[src/rtl/casc_timer_pkg.sv]
`timescale 1ns/1ps
package casc_timer_pkg;
  localparam int unsigned CFG_AW = 3;
  localparam int unsigned CFG_DW = 16;

  localparam logic [CFG_AW-1:0] A_CTRL = 3'd0;
  localparam logic [CFG_AW-1:0] A_CNT  = 3'd1;
  localparam logic [CFG_AW-1:0] A_PSC  = 3'd2;
  localparam logic [CFG_AW-1:0] A_LIM  = 3'd3;
  localparam logic [CFG_AW-1:0] A_STAT = 3'd4;

  localparam int unsigned OUTSEL_LSB = 0;
  localparam int unsigned SRCSEL_LSB = 4;
  localparam int unsigned SLVMD_LSB  = 8;
  localparam int unsigned ALIGN_BIT  = 12;
  localparam int unsigned RUN_BIT    = 13;
  localparam int unsigned HALT_BIT   = 14;
  localparam int unsigned INIT_BIT   = 15;

  localparam logic [2:0] OUTSEL_RUN = 3'b001;
  localparam logic [2:0] SRC_EXT    = 3'b100;
  localparam logic [2:0] SLV_OFF    = 3'b000;
  localparam logic [2:0] SLV_START  = 3'b110;
endpackage

[src/rtl/ct_trig_sync.sv]
`timescale 1ns/1ps
module ct_trig_sync #(
  parameter int unsigned STAGES = 2
) (
  input  logic clk,
  input  logic rst_n,
  input  logic din,
  output logic rise
);
  logic [STAGES-1:0] sr_q, sr_d;
  logic              prev_q;

  always_comb begin
    sr_d = {sr_q[STAGES-2:0], din};
  end

  always_ff @(posedge clk or negedge rst_n) begin
    if (!rst_n) begin
      sr_q   <= '0;
      prev_q <= 1'b0;
    end else begin
      sr_q   <= sr_d;
      prev_q <= sr_q[STAGES-1];
    end
  end

  assign rise = sr_q[STAGES-1] & ~prev_q;

  // a detected edge lasts a single cycle
  p_edge_pulse_r3: assert property (@(posedge clk) disable iff (!rst_n)
    rise |=> !rise);
endmodule

[src/rtl/ct_time_base.sv]
`timescale 1ns/1ps
module ct_time_base #(
  parameter int unsigned W = 16
) (
  input  logic         clk,
  input  logic         rst_n,
  input  logic         run,
  input  logic         init,
  input  logic         ld_we,
  input  logic [W-1:0] ld_val,
  input  logic [W-1:0] psc_val,
  input  logic [W-1:0] lim_val,
  output logic [W-1:0] cnt
);
  logic [W-1:0] psc_act_q, psc_act_d;
  logic [W-1:0] phase_q, phase_d;
  logic [W-1:0] cnt_q, cnt_d;

  always_comb begin
    psc_act_d = psc_act_q;
    phase_d   = phase_q;
    cnt_d     = cnt_q;
    if (init) begin
      psc_act_d = psc_val;
      phase_d   = '0;
      cnt_d     = '0;
    end else begin
      if (run) begin
        if (phase_q == psc_act_q) begin
          phase_d   = '0;
          psc_act_d = psc_val;
          cnt_d     = (cnt_q == lim_val) ? '0 : cnt_q + 1'b1;
        end else begin
          phase_d = phase_q + 1'b1;
        end
      end
      if (ld_we) begin
        cnt_d = ld_val;
      end
    end
  end

  always_ff @(posedge clk or negedge rst_n) begin
    if (!rst_n) begin
      psc_act_q <= '0;
      phase_q   <= '0;
      cnt_q     <= '0;
    end else begin
      psc_act_q <= psc_act_d;
      phase_q   <= phase_d;
      cnt_q     <= cnt_d;
    end
  end

  assign cnt = cnt_q;

  // reinit clears count and prescaler phase
  p_reinit_r8: assert property (@(posedge clk) disable iff (!rst_n)
    init |=> (cnt_q == '0 && phase_q == '0));
  // wrap to zero after the limit
  p_wrap_r9: assert property (@(posedge clk) disable iff (!rst_n)
    (run && !init && !ld_we && phase_q == psc_act_q && cnt_q == lim_val) |=> cnt_q == '0);
  // hold while disabled
  p_hold_r9: assert property (@(posedge clk) disable iff (!rst_n)
    (!run && !init && !ld_we) |=> $stable(cnt_q));
endmodule

[src/rtl/casc_timer.sv]
`timescale 1ns/1ps
module casc_timer
  import casc_timer_pkg::*;
#(
  parameter int unsigned CNT_W       = 16,
  parameter int unsigned N_ITRG      = 4,
  parameter int unsigned SYNC_STAGES = 2
) (
  input  logic              clk,
  input  logic              rst_n,
  input  logic              cfg_we,
  input  logic [CFG_AW-1:0] cfg_addr,
  input  logic [CFG_DW-1:0] cfg_wdata,
  input  logic              ext_ti,
  input  logic [N_ITRG-1:0] itrg,
  input  logic              dbg_halt,
  output logic              trgo,
  output logic              tif,
  output logic [CNT_W-1:0]  cnt
);
  localparam int unsigned DLY = SYNC_STAGES + 1;

  // reset released synchronously
  logic [1:0] rs_q;
  logic       rst_i;
  always_ff @(posedge clk or negedge rst_n) begin
    if (!rst_n) rs_q <= 2'b00;
    else        rs_q <= {rs_q[0], 1'b1};
  end
  assign rst_i = rs_q[1];

  logic [2:0] outsel_q, outsel_d, srcsel_q, srcsel_d, slvmd_q, slvmd_d;
  logic       align_q, align_d, run_q, run_d, hfrz_q, hfrz_d, tif_q, tif_d;
  logic [CNT_W-1:0] psc_q, psc_d, lim_q, lim_d;
  logic [DLY-1:0]   dly_q, dly_d;
  logic we_ctrl, we_cnt, we_psc, we_lim, we_stat, init;
  logic trg_src, trg_edge, cnt_run;

  assign we_ctrl = cfg_we && cfg_addr == A_CTRL;
  assign we_cnt  = cfg_we && cfg_addr == A_CNT;
  assign we_psc  = cfg_we && cfg_addr == A_PSC;
  assign we_lim  = cfg_we && cfg_addr == A_LIM;
  assign we_stat = cfg_we && cfg_addr == A_STAT;
  assign init    = we_ctrl && cfg_wdata[INIT_BIT];

  always_comb begin
    trg_src = 1'b0;
    if (srcsel_q == SRC_EXT) trg_src = ext_ti;
    for (int i = 0; i < int'(N_ITRG); i++) begin
      if (srcsel_q == 3'(i)) trg_src = itrg[i];
    end
  end

  ct_trig_sync #(.STAGES(SYNC_STAGES)) u_sync (
    .clk(clk), .rst_n(rst_i), .din(trg_src), .rise(trg_edge)
  );

  always_comb begin
    outsel_d = outsel_q;
    srcsel_d = srcsel_q;
    slvmd_d  = slvmd_q;
    align_d  = align_q;
    run_d    = run_q;
    hfrz_d   = hfrz_q;
    psc_d    = psc_q;
    lim_d    = lim_q;
    tif_d    = tif_q;
    if (we_ctrl) begin
      outsel_d = cfg_wdata[OUTSEL_LSB +: 3];
      srcsel_d = cfg_wdata[SRCSEL_LSB +: 3];
      slvmd_d  = cfg_wdata[SLVMD_LSB +: 3];
      align_d  = cfg_wdata[ALIGN_BIT];
      run_d    = cfg_wdata[RUN_BIT];
      hfrz_d   = cfg_wdata[HALT_BIT];
    end
    if (we_psc) psc_d = cfg_wdata[CNT_W-1:0];
    if (we_lim) lim_d = cfg_wdata[CNT_W-1:0];
    if (we_stat && !cfg_wdata[0]) tif_d = 1'b0;
    if (trg_edge && slvmd_q != SLV_OFF) tif_d = 1'b1;
    if (trg_edge && slvmd_q == SLV_START) run_d = 1'b1;
  end

  // count-enable delay line for aligned start
  assign dly_d = {dly_q[DLY-2:0], run_q};

  always_ff @(posedge clk or negedge rst_i) begin
    if (!rst_i) begin
      outsel_q <= 3'b000;
      srcsel_q <= 3'b000;
      slvmd_q  <= SLV_OFF;
      align_q  <= 1'b0;
      run_q    <= 1'b0;
      hfrz_q   <= 1'b0;
      psc_q    <= '0;
      lim_q    <= '1;
      tif_q    <= 1'b0;
      dly_q    <= '0;
    end else begin
      outsel_q <= outsel_d;
      srcsel_q <= srcsel_d;
      slvmd_q  <= slvmd_d;
      align_q  <= align_d;
      run_q    <= run_d;
      hfrz_q   <= hfrz_d;
      psc_q    <= psc_d;
      lim_q    <= lim_d;
      tif_q    <= tif_d;
      dly_q    <= dly_d;
    end
  end

  assign cnt_run = (align_q ? dly_q[DLY-1] : run_q) & ~(dbg_halt & hfrz_q);

  ct_time_base #(.W(CNT_W)) u_tb (
    .clk(clk), .rst_n(rst_i), .run(cnt_run), .init(init),
    .ld_we(we_cnt), .ld_val(cfg_wdata[CNT_W-1:0]),
    .psc_val(psc_q), .lim_val(lim_q), .cnt(cnt)
  );

  assign trgo = (outsel_q == OUTSEL_RUN) ? run_q : 1'b0;
  assign tif  = tif_q;

  // start-mode edge sets the enable
  p_trig_start_r3: assert property (@(posedge clk) disable iff (!rst_i)
    (trg_edge && slvmd_q == SLV_START) |=> run_q);
  // flag stays until cleared
  p_tif_sticky_r6: assert property (@(posedge clk) disable iff (!rst_i)
    (tif_q && !(we_stat && !cfg_wdata[0])) |=> tif_q);
  // frozen count holds
  p_freeze_r10: assert property (@(posedge clk) disable iff (!rst_i)
    (dbg_halt && hfrz_q && !cfg_we) |=> $stable(cnt));
  // slave mode off ignores edges
  p_slave_off_r11: assert property (@(posedge clk) disable iff (!rst_i)
    (slvmd_q == SLV_OFF && !we_ctrl) |=> $stable(run_q));
endmodule

[config.mk]
export PLATFORM = sky130hd
export DESIGN_NAME = casc_timer
export DESIGN_NICKNAME = d
export VERILOG_FILES = /design/src/rtl/casc_timer_pkg.sv /design/src/rtl/ct_trig_sync.sv /design/src/rtl/ct_time_base.sv /design/src/rtl/casc_timer.sv
export SDC_FILE = /design/constraint.sdc
export NUM_CORES = 1
export LEC_CHECK = 0
export ABC_AREA = 1
export ABC_CLOCK_PERIOD_IN_PS = 6160
export BUFFER_PORTS_ARGS = -buffer_cell sky130_fd_sc_hd__buf_2
export CORE_UTILIZATION = 47
export DETAILED_ROUTE_END_ITERATION = 12
export GPL_TIMING_DRIVEN = 0
export PLACE_DENSITY = 0.65
export SYNTH_ARGS = -nofsm -noshare
export SYNTH_HDL_FRONTEND = slang
export SYNTH_HIERARCHICAL = 1
export SYNTH_SLANG_ARGS = --single-unit
[constraint.sdc]
create_clock -name clk -period 6.16 [get_ports clk]
set_input_delay 0.308 -clock clk [delete_from_list [all_inputs] [get_ports clk]]
set_output_delay 0.308 -clock clk [all_outputs]
set_load 0.02 [all_outputs]
### Yosys cells after proc, flatten, opt, wreduce, memory -nomap -nowiden

Cells that the tools add are included.

| word-level totals | value |
|---|---|
| bits in registers | 101 |
| input port bits | 28 |
| output and inout bits | 18 |

| operators by class | value |
|---|---|
| add/subtract/negate cells | 2 |
| equal/unequal tests | 12 |
| multiplexer cells | 22 |
| bitwise operators | 5 |
| reduce and logical (&&, ||, !) cells | 21 |

Operators by type and width:

| kind | number |
|---|---|
| $mux 16 | 11 |
| $add 16x1->16 const B | 2 |
| $eq 16x16->1 | 2 |
| $eq 3x2->1 const B | 4 |
| $mux 1 | 11 |
| $eq 3x1->1 const B | 3 |
| $eq 3x3->1 const B | 3 |
| $logic_and 1x1->1 | 9 |
| $reduce_bool 3->1 | 3 |
| $reduce_bool 2->1 | 4 |
| $logic_not 3->1 | 2 |
| $reduce_and 2->1 | 2 |
| $and 1x1->1 | 3 |
| $not 1->1 | 2 |
| $logic_not 1->1 | 1 |

### Longest topological paths before layout

Gate-level depths: netlist of the first run.

| depth | value |
|---|---|
| depth after elaboration | 6 |
| depth in mapped cells | 14 |
| mapped depth without buffers | 12 |

### Modules after synthesis

Netlist of the first run, hierarchy kept.

Modules (own cells, without submodules):

| module | times used | cells each | area an instance (sq um) |
|---|---|---|---|
| ct_time_base | 1 | 522 | 3288.2 |
| casc_timer | 1 | 201 | 2240.9 |
| ct_trig_sync | 1 | 5 | 85.1 |

### Worst setup path before layout of the first run

Ideal clock, no wire load.

| path | value |
|---|---|
| path kind | in2reg |
| from | in cfg_we |
| to | reg u_tb.phase_q[7] |
| arrival | 1.957 ns |
| data required time | 6.040 ns |
| slack | 4.084 ns |
| cell stages on the path | 11 |
| cells stage by stage | inv_2 > nor2_8 > nand2_4 > buf_6 > nor2_1 > nor2_1 > nor2_1 > nand3_1 > nor3_1 > xor2_1 > nor2_1 |

| between the ends | value |
|---|---|
| cells in the longest elaborated chain, start to end | 3 |
| elaborated cells on any way between the ends | 4 |
| those cells by class | 1 x mux; 3 x reduce/logical |

RTL lines:

| item | line | RTL |
|---|---|---|
| start: declaration | casc_timer.sv:11 | `input logic cfg_we,` |
| $logic_and 1x1->1 (*) | casc_timer.sv:39 | `assign we_ctrl = cfg_we && cfg_addr == A_CTRL;` |
| $logic_and 1x1->1 (*) | casc_timer.sv:44 | `assign init = we_ctrl && cfg_wdata[INIT_BIT];` |
| via init | casc_timer.sv:36 | `logic we_ctrl, we_cnt, we_psc, we_lim, we_stat, init;` |
| $mux 16 / $reduce_bool 2->1 (equally long branches) | - |  |
| end signal: assignment | ct_time_base.sv:50 | `phase_q <= phase_d;` |
| end: declaration | ct_time_base.sv:16 | `logic [W-1:0] phase_q, phase_d;` |

The timed path passes the listed nets; every way through them passes the cells marked *.
A chain may end at the register's enable or synchronous reset.

### Worst setup path after layout of the first run

| path | value |
|---|---|
| from | in cfg_addr[1] |
| to | reg u_tb.cnt_q[3] (netlist: u_tb/cnt[3]) |

| between the ends | value |
|---|---|
| elaborated cells on any way between the ends | 10 |
| those cells by class | 1 x eq/ne; 2 x mux; 7 x reduce/logical |

RTL lines:

| item | line | RTL |
|---|---|---|
| start: declaration | casc_timer.sv:12 | `input logic [CFG_AW-1:0] cfg_addr,` |
| $eq 3x1->1 (*) | casc_timer.sv:40 | `assign we_cnt = cfg_we && cfg_addr == A_CNT;` |
| $logic_and 1x1->1 (*) | casc_timer.sv:40 |  |
| via we_cnt | casc_timer.sv:36 |  |
| $reduce_bool 3->1 (no source line) / $mux 16 (equally long branches) | - |  |
| $reduce_and 2->1 (no source line) / $mux 16 (equally long branches) | - |  |
| end signal: assignment | ct_time_base.sv:51 | `cnt_q <= cnt_d;` |
| end: declaration | ct_time_base.sv:17 | `logic [W-1:0] cnt_q, cnt_d;` |

Marks and branches as above.

==> key figures, run 1 <==
STA
  • Endpoints failing hold: 0
  • Least-Margin Pin Slew: 1.07 ns
  • Fmax: 398 MHz
  • Final worst-path cycle share: 0.408
  • Aggregate negative setup slack: 0 ns
  • Min Tclk post-route: 2.51 ns
  • Setup ws final: 3.65 ns
  • Rel. slew slack: 0.277
  • RSZ-0062 raised after global routing: false
  • Final setup viols: 0
  • Final-report max-slew violation count: 0
  • Clk_skew: 0.00448 ns

Status
  • Status: completed

Drt
  • Post-route ant nets: 0
  • DRC viols: 0
  • Iter 0 DRT Violations: 436
  • Routed wire per std cell: 14.5 um
  • DRT Pass-1 Iters: 7
  • Vias per Instance: 5.04
  • Final WL: 13.5 mm
  • Vias: 4703

Hold path
  • Hold Crit Depth: 3
  • Hold Path Class: in2reg
  • Worst Hold End: u_sync/sr_q[0]$_DFF_PN0_
  • Hold_sp: ext_ti

Setup path
  • Crit path DAT: 2.76 ns
  • CP endpoint kind: flip-flop
  • Reg-to-Reg Start: run_q$_DFFE_PN0P_
  • Critical path startpoint category: input pin
  • Reg2Reg Depth: 9
  • R2R setup slack: 3.95 ns
  • CP Data Required Time: 6.41 ns
  • CP Class: in2reg
  • Critical path peak fanout: 10
  • Worst r2r dst: u_tb/phase_q[11]$_DFFE_PN0P_

Synth
  • Avg Cell Area, Syn: 7.71 um2
  • Number of synthesized register bits: 101
  • Mapped cell area: 0.00561 mm2
  • Post-synthesis sequential area ratio: 0.454
  • Distinct cells, synth: 34
  • Net Count, Synth: 758
  • Synth Warn #: 6
  • Post-synthesis cell count: 728

Global routing
  • Largest net degree at the start of global routing: 69
  • First-pass GRT wire length: 22.6 mm
  • GR Util met3: 0.0607
  • Initial antenna violation count: 0
  • Vias in the first global route: 4536
  • Met1 Use GR: 0.321
  • Overall Global Routing Usage: 0.238
  • Total gr overflow: 0
  • GR peak layer: met2
  • GR Layer Usage met2: 0.378

Pwr
  • Worst VDD drop: 0.000165 V
  • P_leak: 3.29 nW
  • PD cells: 369 mW/mm2

Clock tree
  • Clock root buffer: clkbuf_16
  • CTS sink count: 101
  • Clk Latency, worst-skew pair: 0.35 ns
  • Post-CTS Setup Inserts: 0
  • TritonCTS Buffers: 9
  • CTS tree: done
  • CTS H-tree depth: 3
  • Clock Path Buffers: 2
  • Clock transition at path regs: 0.07 ns

Placed design
  • Dpl ws: 3.36 ns
  • PortBufs: 45
  • Hpwl dp: 10.3 mm
  • Placer Congestion: 0.892

Layout
  • Share of cells above drive strength 1: 0.240
  • Most common cell after layout, fill and taps aside: nand2_1
  • Most frequent cells in the layout: 256 x nand2_1, 84 x inv_1, 84 x dfrtp_1
  • Number of diodes: 0
  • Fillers: 1086
  • Area grow syn2layout: 13.0%
  • Post-layout util: 0.551
  • Final net count: 816

Floorplan
  • Row count: 39
  • Die H: 111 um
  • Chip width: 111 um
  • Core Region: 0.0115 mm2
  • Io pins: 46
  • Die area: 0.0124 mm2
  • Initial Utilization: 0.488

Flow run
  • Max-Cap Viols: 0
## through the flow
step | total power, W | cell area (um2) | hold slack (ns) | std cells
2_1_floorplan | 0.00159 | 5610 | 0.0124 | 728
3_3_place_gp | 0.00177 | 6020 | 0.0932 | 916
3_5_place_dp | 0.00180 | 6050 | 0.0952 | 917
4_1_cts | 0.00236 | 6340 | 0.221 | 934
5_1_grt | 0.00253 | 6340 | 0.236 | 934
6_report | 0.00234 | 6340 | 0.225 | 934
## report_power, final
part | internal [W] | switching (W)
Sequential | 0.000871 | 0.000173
Combinational | 0.000287 | 0.000469
Clock | 0.000287 | 0.000256
## worst max path at each step
stage | end | cells past startpoint | start
finish | u_tb/cnt[3]$_DFFE_PN0P_ | 9 | cfg_addr[1]
global route | u_tb/cnt[3]$_DFFE_PN0P_ | 10 | cfg_addr[0]
CTS | u_tb/cnt[3]$_DFFE_PN0P_ | 9 | cfg_addr[1]
detailed placement | u_tb/cnt[3]$_DFFE_PN0P_ | 9 | cfg_addr[1]
global placement | u_tb/cnt[0]$_DFFE_PN0P_ | 0 | rs_q[1]$_DFF_PN0_
floorplan | align_q$_DFFE_PN0P_ | 0 | rs_q[1]$_DFF_PN0_
## final cells by class
class | count | area (um2) | share of cell area
tap | 143 | 179 | 0.0282
inverter | 95 | 357 | 0.0562
buffer | 23 | 185 | 0.0292
multi-input combinational | 509 | 2520 | 0.398
timing repair buffer | 47 | 263 | 0.0414
clock inverter | 6 | 46.3 | 0.00730
sequential | 101 | 2550 | 0.402
clock buffer | 10 | 239 | 0.0377
## worst max-delay path, cell delays in order
cell and delay, ns:
buf_2 0.15, nor4_1 0.92, clkbuf_1 0.46, inv_1 0.19, buf_1 0.33, nor2_1 0.18
nor2_1 0.05, nand3_1 0.11, nand2_1 0.05
## what timing repair did
action | in CTS | in global routing
endpoints found under the hold margin | 2 | 0
hold buffers | 1 | 0
gates resized for setup | 0 | 0
## state kept, by name, summed over array words and instances, names as in the netlist, 2 cells and up
register / cells
rs_q: 2
outsel_q: 3
u_sync/sr_q: 2
u_tb/cnt: 16
lim_q: 16
dly_q: 3
slvmd_q: 3
srcsel_q: 3
u_tb/phase_q: 16
u_tb/psc_act_q: 16
psc_q: 16
## synth_stat cells (all sizes together)
cell	n	area share
buf	19	0.030
a21oi	9	0.0080
dfrtp	85	0.38
o22ai	2	0.0022
conb	1	0.00067
o21ai	75	0.098
nor2	66	0.051
o31ai	1	0.0013
nor4	2	0.0022
nor3	8	0.0080
dfstp	16	0.075
inv	95	0.064
a31oi	1	0.0011
nand4	4	0.0045
nand3	37	0.037
o211ai	1	0.0013
clkbuf	4	0.0031
xor2	16	0.025
a2bb2oi	1	0.0016
nand2	282	0.20
and2	1	0.0011
ha	2	0.0045
## per-layer routing
| layer | up-vias | routed length [um] | part of all wire |
|---|---|---|---|
| met4 | 0 | 242 | 0.018 |
| met2 | 141 | 6310 | 0.47 |
| li1 | 2370 | - | - |
| met1 | 2173 | 6180 | 0.46 |
| met5 | - | 0 | 0 |
| met3 | 19 | 776 | 0.057 |
## cell families (layout without fill, tap and decap cells)
group / after synthesis / after routing / synth area share
xor gates and xnor gates: 16 / 16 / 0.0250
and+or+nand+nor: 400 / 400 / 0.306
adders and majority gates: 2 / 2 / 0.00446
buffers and inverters: 118 / 181 / 0.0965
DFF: 101 / 101 / 0.454
other: 1 / 1 / 0.000668
AOI/OAI and AO/OA: 90 / 90 / 0.113
(Power assumes the default switching activity.)
==> run 2: changes to the inputs <==
--- a/config.mk
+++ b/config.mk
@@ -5,13 +5,13 @@
 export SDC_FILE = /design/constraint.sdc
 export NUM_CORES = 1
 export LEC_CHECK = 0
-export ABC_AREA = 1
-export ABC_CLOCK_PERIOD_IN_PS = 6160
+export ABC_AREA = 0
+export ABC_CLOCK_PERIOD_IN_PS = 2200
 export BUFFER_PORTS_ARGS = -buffer_cell sky130_fd_sc_hd__buf_2
 export CORE_UTILIZATION = 47
 export DETAILED_ROUTE_END_ITERATION = 12
 export GPL_TIMING_DRIVEN = 0
-export PLACE_DENSITY = 0.65
+export PLACE_DENSITY = 0.68
 export SYNTH_ARGS = -nofsm -noshare
 export SYNTH_HDL_FRONTEND = slang
 export SYNTH_HIERARCHICAL = 1
==> constraint.sdc (replaced) <==
create_clock -name clk -period 2.2 [get_ports clk]
set_input_delay 0.11 -clock clk [delete_from_list [all_inputs] [get_ports clk]]
set_output_delay 0.11 -clock clk [all_outputs]
set_load 0.02 [all_outputs]
==> run 2 against run 1 <==
Effect of this change:
- combinational power increased by 130%
- clock power increased to 2.5 times the previous value
- worst setup slack lost 3.6 ns
- final cell count shrank 31%
- synthesized cell count down 42%
- synthesized area shrank 11%
- global-route usage decreased by 1.0 points
- hold slack worse by 0.21 ns
- power rose to 2.6 times the previous value
- critical endpoint is now u_tb/cnt[0]$_DFFE_PN0P_
- highest routed layer unchanged
==> key figures, run 2 <==
Layout
  • Share of cells above drive strength 1: 0.393
  • Most common cell after layout, fill and taps aside: dfrtp_1
  • Most frequent cells in the layout: 79 x dfrtp_1, 50 x mux2_2, 46 x buf_2
  • Layout Cell Area excl Fill: 0.00598 mm2
  • Number of diodes: 0
  • Area grow syn2layout: 19.5%
  • Final net count: 532

Clock tree
  • CTS sink count: 101
  • CTS tree: done
  • Clk Latency, worst-skew pair: 0.38 ns
  • Clock Path Buffers: 2
  • Clock transition at path regs: 0.10 ns
  • Clock root buffer: clkbuf_8
  • TritonCTS Buffers: 9
  • CTS H-tree depth: 3

Pwr
  • Int Power: 0.00408 W
  • Sw frac: 0.324
  • Reg power frac: 0.480
  • PD cells: 1010 mW/mm2
  • P_leak: 2.56 nW
  • Worst VDD drop: 0.000819 V
  • Share of power burned in combinational logic: 0.292
  • Clock power frac: 0.227
  • Switching Power: 0.00195 W

Drt
  • Vias per Instance: 5.75
  • Iter 0 DRT Violations: 246
  • Final WL: 11.9 mm
  • Vias: 3700
  • Post-route ant nets: 0
  • Routed wire per std cell: 18.4 um
  • DRC viols: 0
  • DRT Pass-1 Iters: 5

Synth
  • Distinct cells, synth: 58
  • Synth Warn #: 6
  • Avg Cell Area, Syn: 11.8 um2
  • Mapped cell area: 0.00500 mm2
  • Prevailing post-synth register cell: dfrtp_1
  • Yosys top cell by area: dfrtp_1
  • Synth top cells by count: 85 x dfrtp_1, 50 x mux2_2, 34 x nand2_1, 32 x xnor2_1, 26 x nor2_1
  • Net Count, Synth: 453
  • Top-count cell post-synth: dfrtp_1
  • Post-synthesis sequential area ratio: 0.509
  • Post-synthesis cell count: 423
  • Number of synthesized register bits: 101
  • Ys async rst share: 1.00
  • Number of synthesized flops with an enable pin: 0
  • Post-synth top area share: 0.425
  • Leading post-synthesis cells by cell area: dfrtp_1 43%, mux2_2 11%, dfstp_2 8.4%, xnor2_1 5.6%, mux2_4 3.0%

STA
  • Final setup viols: 0
  • Fmax: 456 MHz
  • Aggregate negative setup slack: 0 ns
  • Min Tclk post-route: 2.19 ns
  • Setup ws final: 0.00599 ns
  • Least-Margin Pin Slew: 0.756 ns
  • Rel. slew slack: 0.494
  • RSZ-0062 raised after global routing: true
  • Endpoints failing hold: 0
  • Final worst-path cycle share: 0.997
  • Clk_skew: 0.0183 ns
  • Final-report max-slew violation count: 0

Floorplan
  • Initial Utilization: 0.485
  • Row count: 37
  • Die H: 105 um
  • Chip width: 105 um
  • Io pins: 46
  • Core Region: 0.0103 mm2
  • Die area: 0.0111 mm2

Global routing
  • Largest net degree at the start of global routing: 63
  • Initial antenna violation count: 0
  • Overall Global Routing Usage: 0.227
  • Vias in the first global route: 3646
  • First-pass GRT wire length: 19.2 mm
  • Total gr overflow: 0

Hold path
  • Hold_sp: cfg_wdata[11]
  • Worst Hold End: psc_q[11]$_DFFE_PN0P_
  • Hold Crit Depth: 2
  • Hold Path Class: in2reg

Setup path
  • Reg-to-Reg Start: u_tb/phase_q[11]$_DFFE_PN0P_
  • Crit path DAT: 2.48 ns
  • Critical path peak fanout: 4
  • Reg2Reg Depth: 7
  • Worst r2r dst: u_tb/cnt[0]$_DFFE_PN0P_
  • CP Class: reg2reg
  • CP endpoint kind: flip-flop
  • R2R setup slack: 0.006 ns
  • Critical path startpoint category: flip-flop
  • CP Data Required Time: 2.48 ns

Placed design
  • Dpl ws: -0.463 ns
  • Hpwl dp: 8.40 mm
  • Placer Congestion: 0.902
  • Placement Cell Area: 0.00543 mm2
  • PortBufs: 45

Status
  • Status: completed

Flow run
  • Max-Cap Viols: 0
## run 2: how the worst max path moves through the flow
| stage | startpoint | to | slack (ns) | cells after the start |
|---|---|---|---|---|
| after floorplan | u_tb/phase_q[10]$_DFFE_PN0P_ | u_tb/psc_act_q[0]$_DFFE_PN0P_ | 0.16 | 8 |
| after global placement | cfg_addr[1] | u_tb/phase_q[15]$_DFFE_PN0P_ | -0.42 | 10 |
| after detailed placement | cfg_addr[1] | u_tb/phase_q[15]$_DFFE_PN0P_ | -0.46 | 10 |
| after CTS | u_tb/phase_q[6]$_DFFE_PN0P_ | u_tb/phase_q[14]$_DFFE_PN0P_ | 0.002 | 8 |
| after global routing | u_tb/phase_q[9]$_DFFE_PN0P_ | u_tb/cnt[0]$_DFFE_PN0P_ | -0.05 | 7 |
| final | u_tb/phase_q[11]$_DFFE_PN0P_ | u_tb/cnt[0]$_DFFE_PN0P_ | 0.006 | 7 |
## run 2: power by group through the flow
stage	logic (W)	clock network, W	registers (W)
6_report	0.00176	0.00137	0.00290
3_3_place_gp	0.00145	0	0.00291
4_1_cts	0.00161	0.00141	0.00288
5_1_grt	0.00190	0.00148	0.00298
3_5_place_dp	0.00151	0	0.00291
2_1_floorplan	0.00108	0	0.00286
## run 2: through the flow
stage	hold slack (ns)	util	std cells	total power (W)
detailed placement	-0.104	0.526	605	0.00443
finish	0.0183	0.579	643	0.00604
global placement	-0.105	0.523	604	0.00436
floorplan	-0.186	-	423	0.00394
CTS	0.00412	0.559	631	0.00590
global route	0.00782	0.579	643	0.00636
## run 2: cells by family (layout without fill, tap and decap cells)
group	after synthesis	after routing	synth area share
AOI/OAI and AO/OA	75	75	0.106
xor gates and xnor gates	41	41	0.0733
adders and majority gates	2	2	0.00500
buffers and inverters	24	108	0.0270
DFF	101	101	0.509
muxes	63	63	0.148
other	1	1	0.000749
and+or+nand+nor	116	116	0.130
## run 2: final cells by class
type / count / area [um2]
inverters: 7 / 26.3
multi-input cells: 298 / 2440
plain buffers: 17 / 125
flip-flops and latches: 101 / 2560
repair buffers: 68 / 427
clock buffers: 11 / 131
well taps: 136 / 170
clock inverters: 5 / 100
fillers: 854 / 4340
## run 2: worst max-delay path, stage by stage, from the launching register on
cell and delay (ns):
dfrtp_2 0.44, xnor2_2 0.18, nand4_1 0.21, nor4_4 0.41
nand2_2 0.12, buf_6 0.16, or3_4 0.32, a221oi_2 0.26
## run 2: timing repair
item | in CTS | in global routing
resized for setup | 11 | 29
endpoints found under the hold margin | 3 | 0
pin swaps | 6 | 13
endpoints found under the setup margin | 42 | 40
buffers inserted | 8 | 12
hold buffers | 2 | 0
## run 2: layer usage
layer / share of wire / wire length, um / track usage / vias up
met2: 0.47 / 5560 / 0.350 / 121
met3: 0.050 / 588 / 0.0430 / 20
li1: - / - / - / 1695
met1: 0.46 / 5510 / 0.324 / 1864
met5: 0 / 0 / 0 / -
met4: 0.017 / 197 / 0.0714 / 0
